`config.mk`:
```
export PLATFORM = sky130hd
export DESIGN_NAME = twin_dac_front
export DESIGN_NICKNAME = d
export VERILOG_FILES = /design/src/rtl/dacfe_pkg.sv /design/src/rtl/dacfe_rst_sync.sv /design/src/rtl/dacfe_addr_dec.sv /design/src/rtl/dacfe_channel.sv /design/src/rtl/dacfe_therm.sv /design/src/rtl/twin_dac_front.sv
export SDC_FILE = /design/constraint.sdc
export NUM_CORES = 1
export LEC_CHECK = 0
export BUFFER_PORTS_ARGS = -buffer_cell sky130_fd_sc_hd__buf_2
export CORE_ASPECT_RATIO = 0.9
export CORE_UTILIZATION = 45
export DETAILED_ROUTE_END_ITERATION = 8
export PLACE_DENSITY_LB_ADDON = 0.08
export SLEW_MARGIN = 20
export SYNTH_ARGS = -nofsm -noshare
export SYNTH_HDL_FRONTEND = slang
export SYNTH_SLANG_ARGS = --single-unit
```
`constraint.sdc`:
```
create_clock -name clk -period 2.15 [get_ports clk]
set_clock_uncertainty 0.2 [all_clocks]
set_input_delay 0.43 -clock clk [delete_from_list [all_inputs] [get_ports clk]]
set_output_delay 0.43 -clock clk [all_outputs]
set_load 0.01 [all_outputs]
```
`src/rtl/dacfe_pkg.sv`:
```
// Package: shared types and the thermometer helper for the converter front end.
// Assumes: address coding is fixed by the channel-select behaviour.
package dacfe_pkg;

    typedef enum logic [1:0] {
        ADDR_CH_A  = 2'b00,
        ADDR_NONE  = 2'b01,
        ADDR_BOTH  = 2'b10,
        ADDR_CH_B  = 2'b11
    } chan_addr_e;

    // Strobe pair {wr_n, ld} as an operation
    typedef enum logic [1:0] {
        OP_CAPTURE = 2'b00,
        OP_THROUGH = 2'b01,
        OP_IDLE    = 2'b10,
        OP_TRANSFER = 2'b11
    } strobe_op_e;

    localparam int NUM_CH = 2;

endpackage

```
`src/rtl/dacfe_rst_sync.sv`:
```
// Module: clear synchroniser. The clear is asserted as soon as clr_n falls and is
// released only after STAGES rising edges with clr_n high.
// Assumes: clr_n may change at any time relative to clk.
module dacfe_rst_sync #(
    parameter int STAGES = 2
) (
    input  logic clk,
    input  logic clr_n,
    output logic rst_s_n
);

    logic [STAGES-1:0] chain_q;

    // Shift ones in after release; clear the chain immediately on assertion
    always_ff @(posedge clk or negedge clr_n) begin
        if (!clr_n) begin
            chain_q <= '0;
        end else begin
            chain_q <= {chain_q[STAGES-2:0], 1'b1};
        end
    end

    assign rst_s_n = chain_q[STAGES-1];

endmodule

```
`src/rtl/dacfe_addr_dec.sv`:
```
// Module: channel address decoder. Turns the two-bit address into one select
// line per channel (index 0 = channel A, index 1 = channel B).
// Assumes: the "none" code selects nothing and the "both" code selects every channel.
module dacfe_addr_dec
    import dacfe_pkg::*;
(
    input  logic [1:0]        addr,
    output logic [NUM_CH-1:0] sel
);

    // Map each address code onto the channel select lines
    always_comb begin
        unique case (chan_addr_e'(addr))
            ADDR_CH_A: sel = 2'b01;
            ADDR_CH_B: sel = 2'b10;
            ADDR_BOTH: sel = 2'b11;
            default:   sel = 2'b00;
        endcase
    end

    // never more than one channel unless the both code is applied
    always_comb begin
        a_r1_single_select: assert (addr == ADDR_BOTH || $onehot0(sel));
    end

endmodule

```
`src/rtl/dacfe_channel.sv`:
```
// Module: one channel's holding and code registers. The strobe pair is read as a level
// on each rising edge; a deselected channel holds. The reset code is loaded while the
// synchronised reset is low (synchronous active-low reset).
// Assumes: rst_val is stable for at least the edge on which it is used.
module dacfe_channel
    import dacfe_pkg::*;
#(
    parameter int DATA_W = 16
) (
    input  logic              clk,
    input  logic              rst_s_n,
    input  logic [DATA_W-1:0] rst_val,
    input  logic              sel,
    input  logic              wr_n,
    input  logic              ld,
    input  logic [DATA_W-1:0] din,
    output logic [DATA_W-1:0] hold_q,
    output logic [DATA_W-1:0] code_q,
    output logic              code_chg
);

    logic [DATA_W-1:0] hold_d;
    logic [DATA_W-1:0] code_d;

    // Next-state selection from the strobe operation
    always_comb begin
        hold_d = hold_q;
        code_d = code_q;
        if (sel) begin
            unique case (strobe_op_e'({wr_n, ld}))
                OP_CAPTURE:  hold_d = din;
                OP_THROUGH: begin
                    hold_d = din;
                    code_d = din;
                end
                OP_TRANSFER: code_d = hold_q;
                default: ;
            endcase
        end
    end

    // Register update with synchronous reset to the selected reset code
    always_ff @(posedge clk) begin
        if (!rst_s_n) begin
            hold_q <= rst_val;
            code_q <= rst_val;
        end else begin
            hold_q <= hold_d;
            code_q <= code_d;
        end
    end

    // Flags a code change that the next edge will make outside reset
    assign code_chg = rst_s_n && (code_d != code_q);

    // reset loads the selected code into both stages
    a_r2_reset_load: assert property (@(posedge clk)
        !rst_s_n |=> (hold_q == $past(rst_val)) && (code_q == $past(rst_val)));

    // a deselected channel holds
    a_r1_deselected_holds: assert property (@(posedge clk) disable iff (!rst_s_n)
        !sel |=> $stable(hold_q) && $stable(code_q));

    // capture loads the holding stage only
    a_r4_capture: assert property (@(posedge clk) disable iff (!rst_s_n)
        (sel && !wr_n && !ld) |=> (hold_q == $past(din)) && $stable(code_q));

    // transfer copies holding into code
    a_r5_transfer: assert property (@(posedge clk) disable iff (!rst_s_n)
        (sel && wr_n && ld) |=> (code_q == $past(hold_q)) && $stable(hold_q));

    // transparent mode passes the bus to both stages
    a_r6_through: assert property (@(posedge clk) disable iff (!rst_s_n)
        (sel && !wr_n && ld) |=> (code_q == $past(din)) && (hold_q == $past(din)));

    // idle strobes change nothing
    a_r7_idle: assert property (@(posedge clk) disable iff (!rst_s_n)
        (wr_n && !ld) |=> $stable(hold_q) && $stable(code_q));

endmodule

```
`src/rtl/dacfe_therm.sv`:
```
// Module: code splitter. Upper SEG_BITS of the code become a thermometer word of
// 2**SEG_BITS-1 equally weighted lines; the remaining low bits pass through.
// Assumes: DATA_W > SEG_BITS.
module dacfe_therm #(
    parameter int DATA_W   = 16,
    parameter int SEG_BITS = 4,
    localparam int SEG_N   = (1 << SEG_BITS) - 1,
    localparam int LSB_W   = DATA_W - SEG_BITS
) (
    input  logic [DATA_W-1:0] code,
    output logic [SEG_N-1:0]  seg,
    output logic [LSB_W-1:0]  lsb
);

    logic [SEG_BITS-1:0] top;
    assign top = code[DATA_W-1 -: SEG_BITS];
    assign lsb = code[LSB_W-1:0];

    // One comparator per thermometer line
    for (genvar i = 0; i < SEG_N; i++) begin : g_line
        assign seg[i] = (top > SEG_BITS'(i));
    end

    // the number of lit lines equals the upper code value
    always_comb begin
        a_r9_line_count: assert ($countones(seg) == int'(top));
    end

endmodule

```
`src/rtl/twin_dac_front.sv`:
```
// Module: top of the two-channel double-buffered converter front end. Synchronises
// the clear, decodes the channel address, holds two channels of registers and splits
// each code into thermometer and binary parts; flags code changes for one cycle.
// Assumes: all strobes are in the clk domain; clr_n may be asynchronous.
module twin_dac_front
    import dacfe_pkg::*;
#(
    parameter int DATA_W    = 16,
    parameter int SEG_BITS  = 4,
    parameter int RST_STAGES = 2,
    localparam int SEG_N    = (1 << SEG_BITS) - 1,
    localparam int LSB_W    = DATA_W - SEG_BITS
) (
    input  logic              clk,
    input  logic              clr_n,
    input  logic              mid_sel,
    input  logic              wr_n,
    input  logic              ld,
    input  logic [1:0]        addr,
    input  logic [DATA_W-1:0] din,
    output logic [SEG_N-1:0]  seg_a,
    output logic [LSB_W-1:0]  lsb_a,
    output logic [SEG_N-1:0]  seg_b,
    output logic [LSB_W-1:0]  lsb_b,
    output logic              upd
);

    localparam logic [DATA_W-1:0] MID_CODE = DATA_W'(1) << (DATA_W - 1);

    logic              rst_s_n;
    logic [DATA_W-1:0] rst_val;
    logic [NUM_CH-1:0] sel;
    logic [DATA_W-1:0] hold_q [NUM_CH];
    logic [DATA_W-1:0] code_q [NUM_CH];
    logic [NUM_CH-1:0] chg;
    logic [SEG_N-1:0]  seg_w  [NUM_CH];
    logic [LSB_W-1:0]  lsb_w  [NUM_CH];

    dacfe_rst_sync #(.STAGES(RST_STAGES)) u_rst (
        .clk     (clk),
        .clr_n   (clr_n),
        .rst_s_n (rst_s_n)
    );

    // Reset code follows the select input continuously
    assign rst_val = mid_sel ? MID_CODE : '0;

    dacfe_addr_dec u_dec (
        .addr (addr),
        .sel  (sel)
    );

    for (genvar c = 0; c < NUM_CH; c++) begin : g_ch
        dacfe_channel #(.DATA_W(DATA_W)) u_ch (
            .clk      (clk),
            .rst_s_n  (rst_s_n),
            .rst_val  (rst_val),
            .sel      (sel[c]),
            .wr_n     (wr_n),
            .ld       (ld),
            .din      (din),
            .hold_q   (hold_q[c]),
            .code_q   (code_q[c]),
            .code_chg (chg[c])
        );

        dacfe_therm #(.DATA_W(DATA_W), .SEG_BITS(SEG_BITS)) u_split (
            .code (code_q[c]),
            .seg  (seg_w[c]),
            .lsb  (lsb_w[c])
        );
    end

    assign seg_a = seg_w[0];
    assign lsb_a = lsb_w[0];
    assign seg_b = seg_w[1];
    assign lsb_b = lsb_w[1];

    // Change flag: one cycle after an edge that altered a code register
    always_ff @(posedge clk) begin
        if (!rst_s_n) begin
            upd <= 1'b0;
        end else begin
            upd <= |chg;
        end
    end

    // a flag always reflects a real change
    a_r10_flag_real: assert property (@(posedge clk) disable iff (!rst_s_n)
        upd |-> (code_q[0] != $past(code_q[0])) || (code_q[1] != $past(code_q[1])));

    // every change made outside reset is flagged
    a_r10_change_flagged: assert property (@(posedge clk) disable iff (!rst_s_n)
        (((code_q[0] != $past(code_q[0])) || (code_q[1] != $past(code_q[1])))
         && $past(rst_s_n)) |-> upd);

endmodule

```
==> reports/results.ini <==
[power_and_ir_drop]
pwr_density_cell_nw_per_um2 = 774
total_leakage_power_nw = 1.76
internal_power_mw = 2.23
net-switching-power_mw = 0.873
peakVddDrop_uv = 562
pwr-share-clk = 0.321
sw_frac_of_total = 0.281
power.combinational.fraction = 0.183
seqPwrFrac = 0.496

[yosys]
syn_area_per_cell_um2 = 10.2
synth_top_flop_cell = dfxtp_1
yosysWarningCount = 0
async_flop_share = 0.0299
synthAdderAreaFrac = 0
number_of_instances_in_the_synthesized_netlist = 334
synthesis.area_um2 = 3420
postSynthNetCount = 357
synth.lib_cells_used.distinct = 41
synth_top_cells_by_area = edfxtp_1 28%, dfxtp_1 19%, mux2i_1 8.2%
synth.area.mux_share = 0.101
synth_seq_cells = 67
compound_cell_area_share_of_the_yosys_netlist = 0.135
synth_largest_area_cell = edfxtp_1
xor_xnor_share_of_the_synthesized_area = 0.0436
synth_top_family_by_area = compound AO/OA/AOI/OAI gates
synth_top_cell_area_share = 0.281
yosys.area_share.simple = 0.132
synth_seq_area_share = 0.489
synth_edf_count = 32

[setup_path]
critPathKind = reg2out
cp_slowest_cell = dfxtp_1
critical_path_required_ps = 1520
worst-path-max-fanout = 13
crit_arrival_ps = 1330
critical-path-max-stage-delay_ps = 430
cp-end-kind = output port
critPathLaunchType = register
critical_path.cell_chain = or3_1, buf_2

[floorplanning]
floorplan.die_area_um2 = 7940
fp.coreArea_um2 = 7180
fp-row-count = 29
io_pins = 78
die_x_um = 93.8
die_h_um = 84.7
initial_util = 0.475

[sta]
setup_viol = 0
unrepaired_setup_endpoints_after_global_routing = false
layout_worst_path_cycle_share = 0.914
timing.final.crit_period_ps = 1960
clock.fmax_mhz = 509
timing_hold_violations_final = 0
drv_slew = 0
setup_total_negative_slack_ps = 0

[cells_and_area]
final_core_util = 0.558
finalNetCount = 419
layout-drive-gt1-share = 0.304
relative_area_change_from_synthesis_to_final_layout_pct = 17.4
final_cell_count_no_fill = 494
num_antenna_cells = 0

[cts]
post_cts_buffers = 0
cts_sinks = 67
clock_latency_ps = 350
cts_made_buffers = 9
ctsLongestPathBuffers = 2
ctsRootBufferMaster = clkbuf_8
cts_tree = done
htreeDepth = 3
path_clk_slew_ps = 70

[drt]
drc = 0
detail_route.wl_per_cell_um = 15.7
routed_wl_um = 7780
via_per_inst = 5.14
drt_pre_antenna_iters = 4
drt_iter0_drc = 95
detailroute.via_count = 2538
antenna_violating_nets_post_route = 0

[outcome]
status = complete, no violations

[placement]
io_buffers = 77
hpwl_um = 5720
post-place-cells = 477
gp_congestion = 0.775

[worst_hold_path]
hp-class = in2reg

[global_routing]
grt_overflow = 0
grt_max_degree = 34
grt_first_pass_wirelength_um = 12100
antenna_found_initial = 0
grt_use_total = 0.206
number_of_global_route_vias_before_repair = 2354

[job]
drv_cap = 0

sequential cells by signal (all words and copies together), names as in the netlist:
signal,flops
g_ch.u_ch.hold_q,32
upd,1
u_rst.chain_q,2
g_ch.u_ch.code_q,32
worst max-delay path: cells and delay by family (launching register included):
family / cells / cell delay (ps)
buffers and inverters: 1 / 140
flip-flops: 1 / 430
AND/OR/NAND/NOR: 1 / 410
metal layers:
layer	part of all wire	track usage	vias up
li1	-	-	1292
met1	0.47	0.268	1177
met2	0.47	0.334	62
met3	0.042	0.0534	7
met4	0.013	0.0671	0
met5	0	0	-
cell usage after synthesis (3+ instances only):
| library cell | instances |
|---|---|
| nand3_1 | 3 |
| nand2_1 | 15 |
| nand4_1 | 6 |
| a211oi_1 | 30 |
| buf_4 | 25 |
| o22ai_1 | 3 |
| o21ai_0 | 8 |
| clkbuf_1 | 20 |
| mux2i_1 | 28 |
| o21a_1 | 3 |
| inv_1 | 5 |
| a221oi_1 | 3 |
| xor2_1 | 11 |
| mux2i_2 | 3 |
| nor2_1 | 46 |
| edfxtp_1 | 32 |
| dfxtp_1 | 33 |
| a21oi_1 | 5 |
| and2_1 | 16 |
| xnor2_1 | 6 |
| nor2b_1 | 3 |
final timing paths:
| path | startpoint | end | slack [ps] | cells past startpoint |
|---|---|---|---|---|
| worst min-delay path | mid_sel | g_ch[0].u_ch.code_q[15] | 140 | 3 |
| worst min register to register | u_rst.chain_q[0] | u_rst.chain_q[1] | 160 | 0 |
| max in group asynchronous | clr_n | u_rst.chain_q[1] | 1470 | 2 |
| worst max-delay path | g_ch[1].u_ch.code_q[14] | seg_b[1] | 190 | 2 |
| min in group asynchronous | clr_n | u_rst.chain_q[0] | 190 | 2 |
| worst max register to register | g_ch[0].u_ch.hold_q[8] | upd | 350 | 6 |
layout by cell type (no fill, tap or decap), types with 2 or more instances in the layout:
master and instances:
buf_2 77, nor2_1 46, dfxtp_1 33, edfxtp_1 32, a211oi_1 30, mux2i_1 28, buf_4 20, and2_1 16
nand2_1 15, xor2_1 11, clkbuf_8 9, o21ai_0 6, xnor2_1 6, nand4_1 6, inv_1 5, a21oi_1 5
o21ai_1 4, clkinv_1 4, o21a_1 3, o22ai_1 3, a221oi_1 3, mux2i_2 3, nand3_1 3, buf_12 3
o31a_1 2, nand2b_1 2, or3_1 2, and3_1 2, nor2b_1 2, a21o_1 2, o2bb2ai_1 2, clkinv_2 2
dfrtp_1 2
repair_timing:
item / CTS / global route
endpoints found under the hold margin: 2 / 0
hold buffers: 1 / 0
gates resized for setup: 0 / 0
cell type report:
cell class	instances	area, um^2
clock inverters	7	58.8
flip-flops and latches	67	1670
well taps	93	116
multi-input cells	211	1410
fillers	658	3170
inverters	6	22.5
repair buffers	101	606
clock buffers	9	124
cell families (layout without fill, tap and decap cells):
family | after synthesis | in the layout
and+or+nand+nor | 96 | 96
DFF | 67 | 67
AOI/OAI and AO/OA | 65 | 65
buffers and inverters | 56 | 123
muxes | 32 | 32
xor gates and xnor gates | 17 | 17
other | 1 | 1
power by group through the flow:
stage          clock network [mW]  logic (mW)  registers [mW]
2_1_floorplan                   0       0.419            1.53
4_1_cts                      1.02       0.575            1.54
5_1_grt                      1.06       0.627            1.55
3_3_place_gp                    0       0.565            1.56
3_5_place_dp                    0       0.571            1.57
6_report                    0.996       0.568            1.54
stage by stage:
step                instance area [um^2]  hold WS (ps)  setup slack (ps)  power [mW]
finish                              4010           145               186        3.10
global route                        4010           168              89.3        3.24
CTS                                 4010           143               184        3.13
detailed placement                  3820          18.0              -132        2.14
global placement                    3820          15.1              -128        2.13
floorplan                           3420         -65.6              -385        1.94
(Power assumes the default switching activity.)
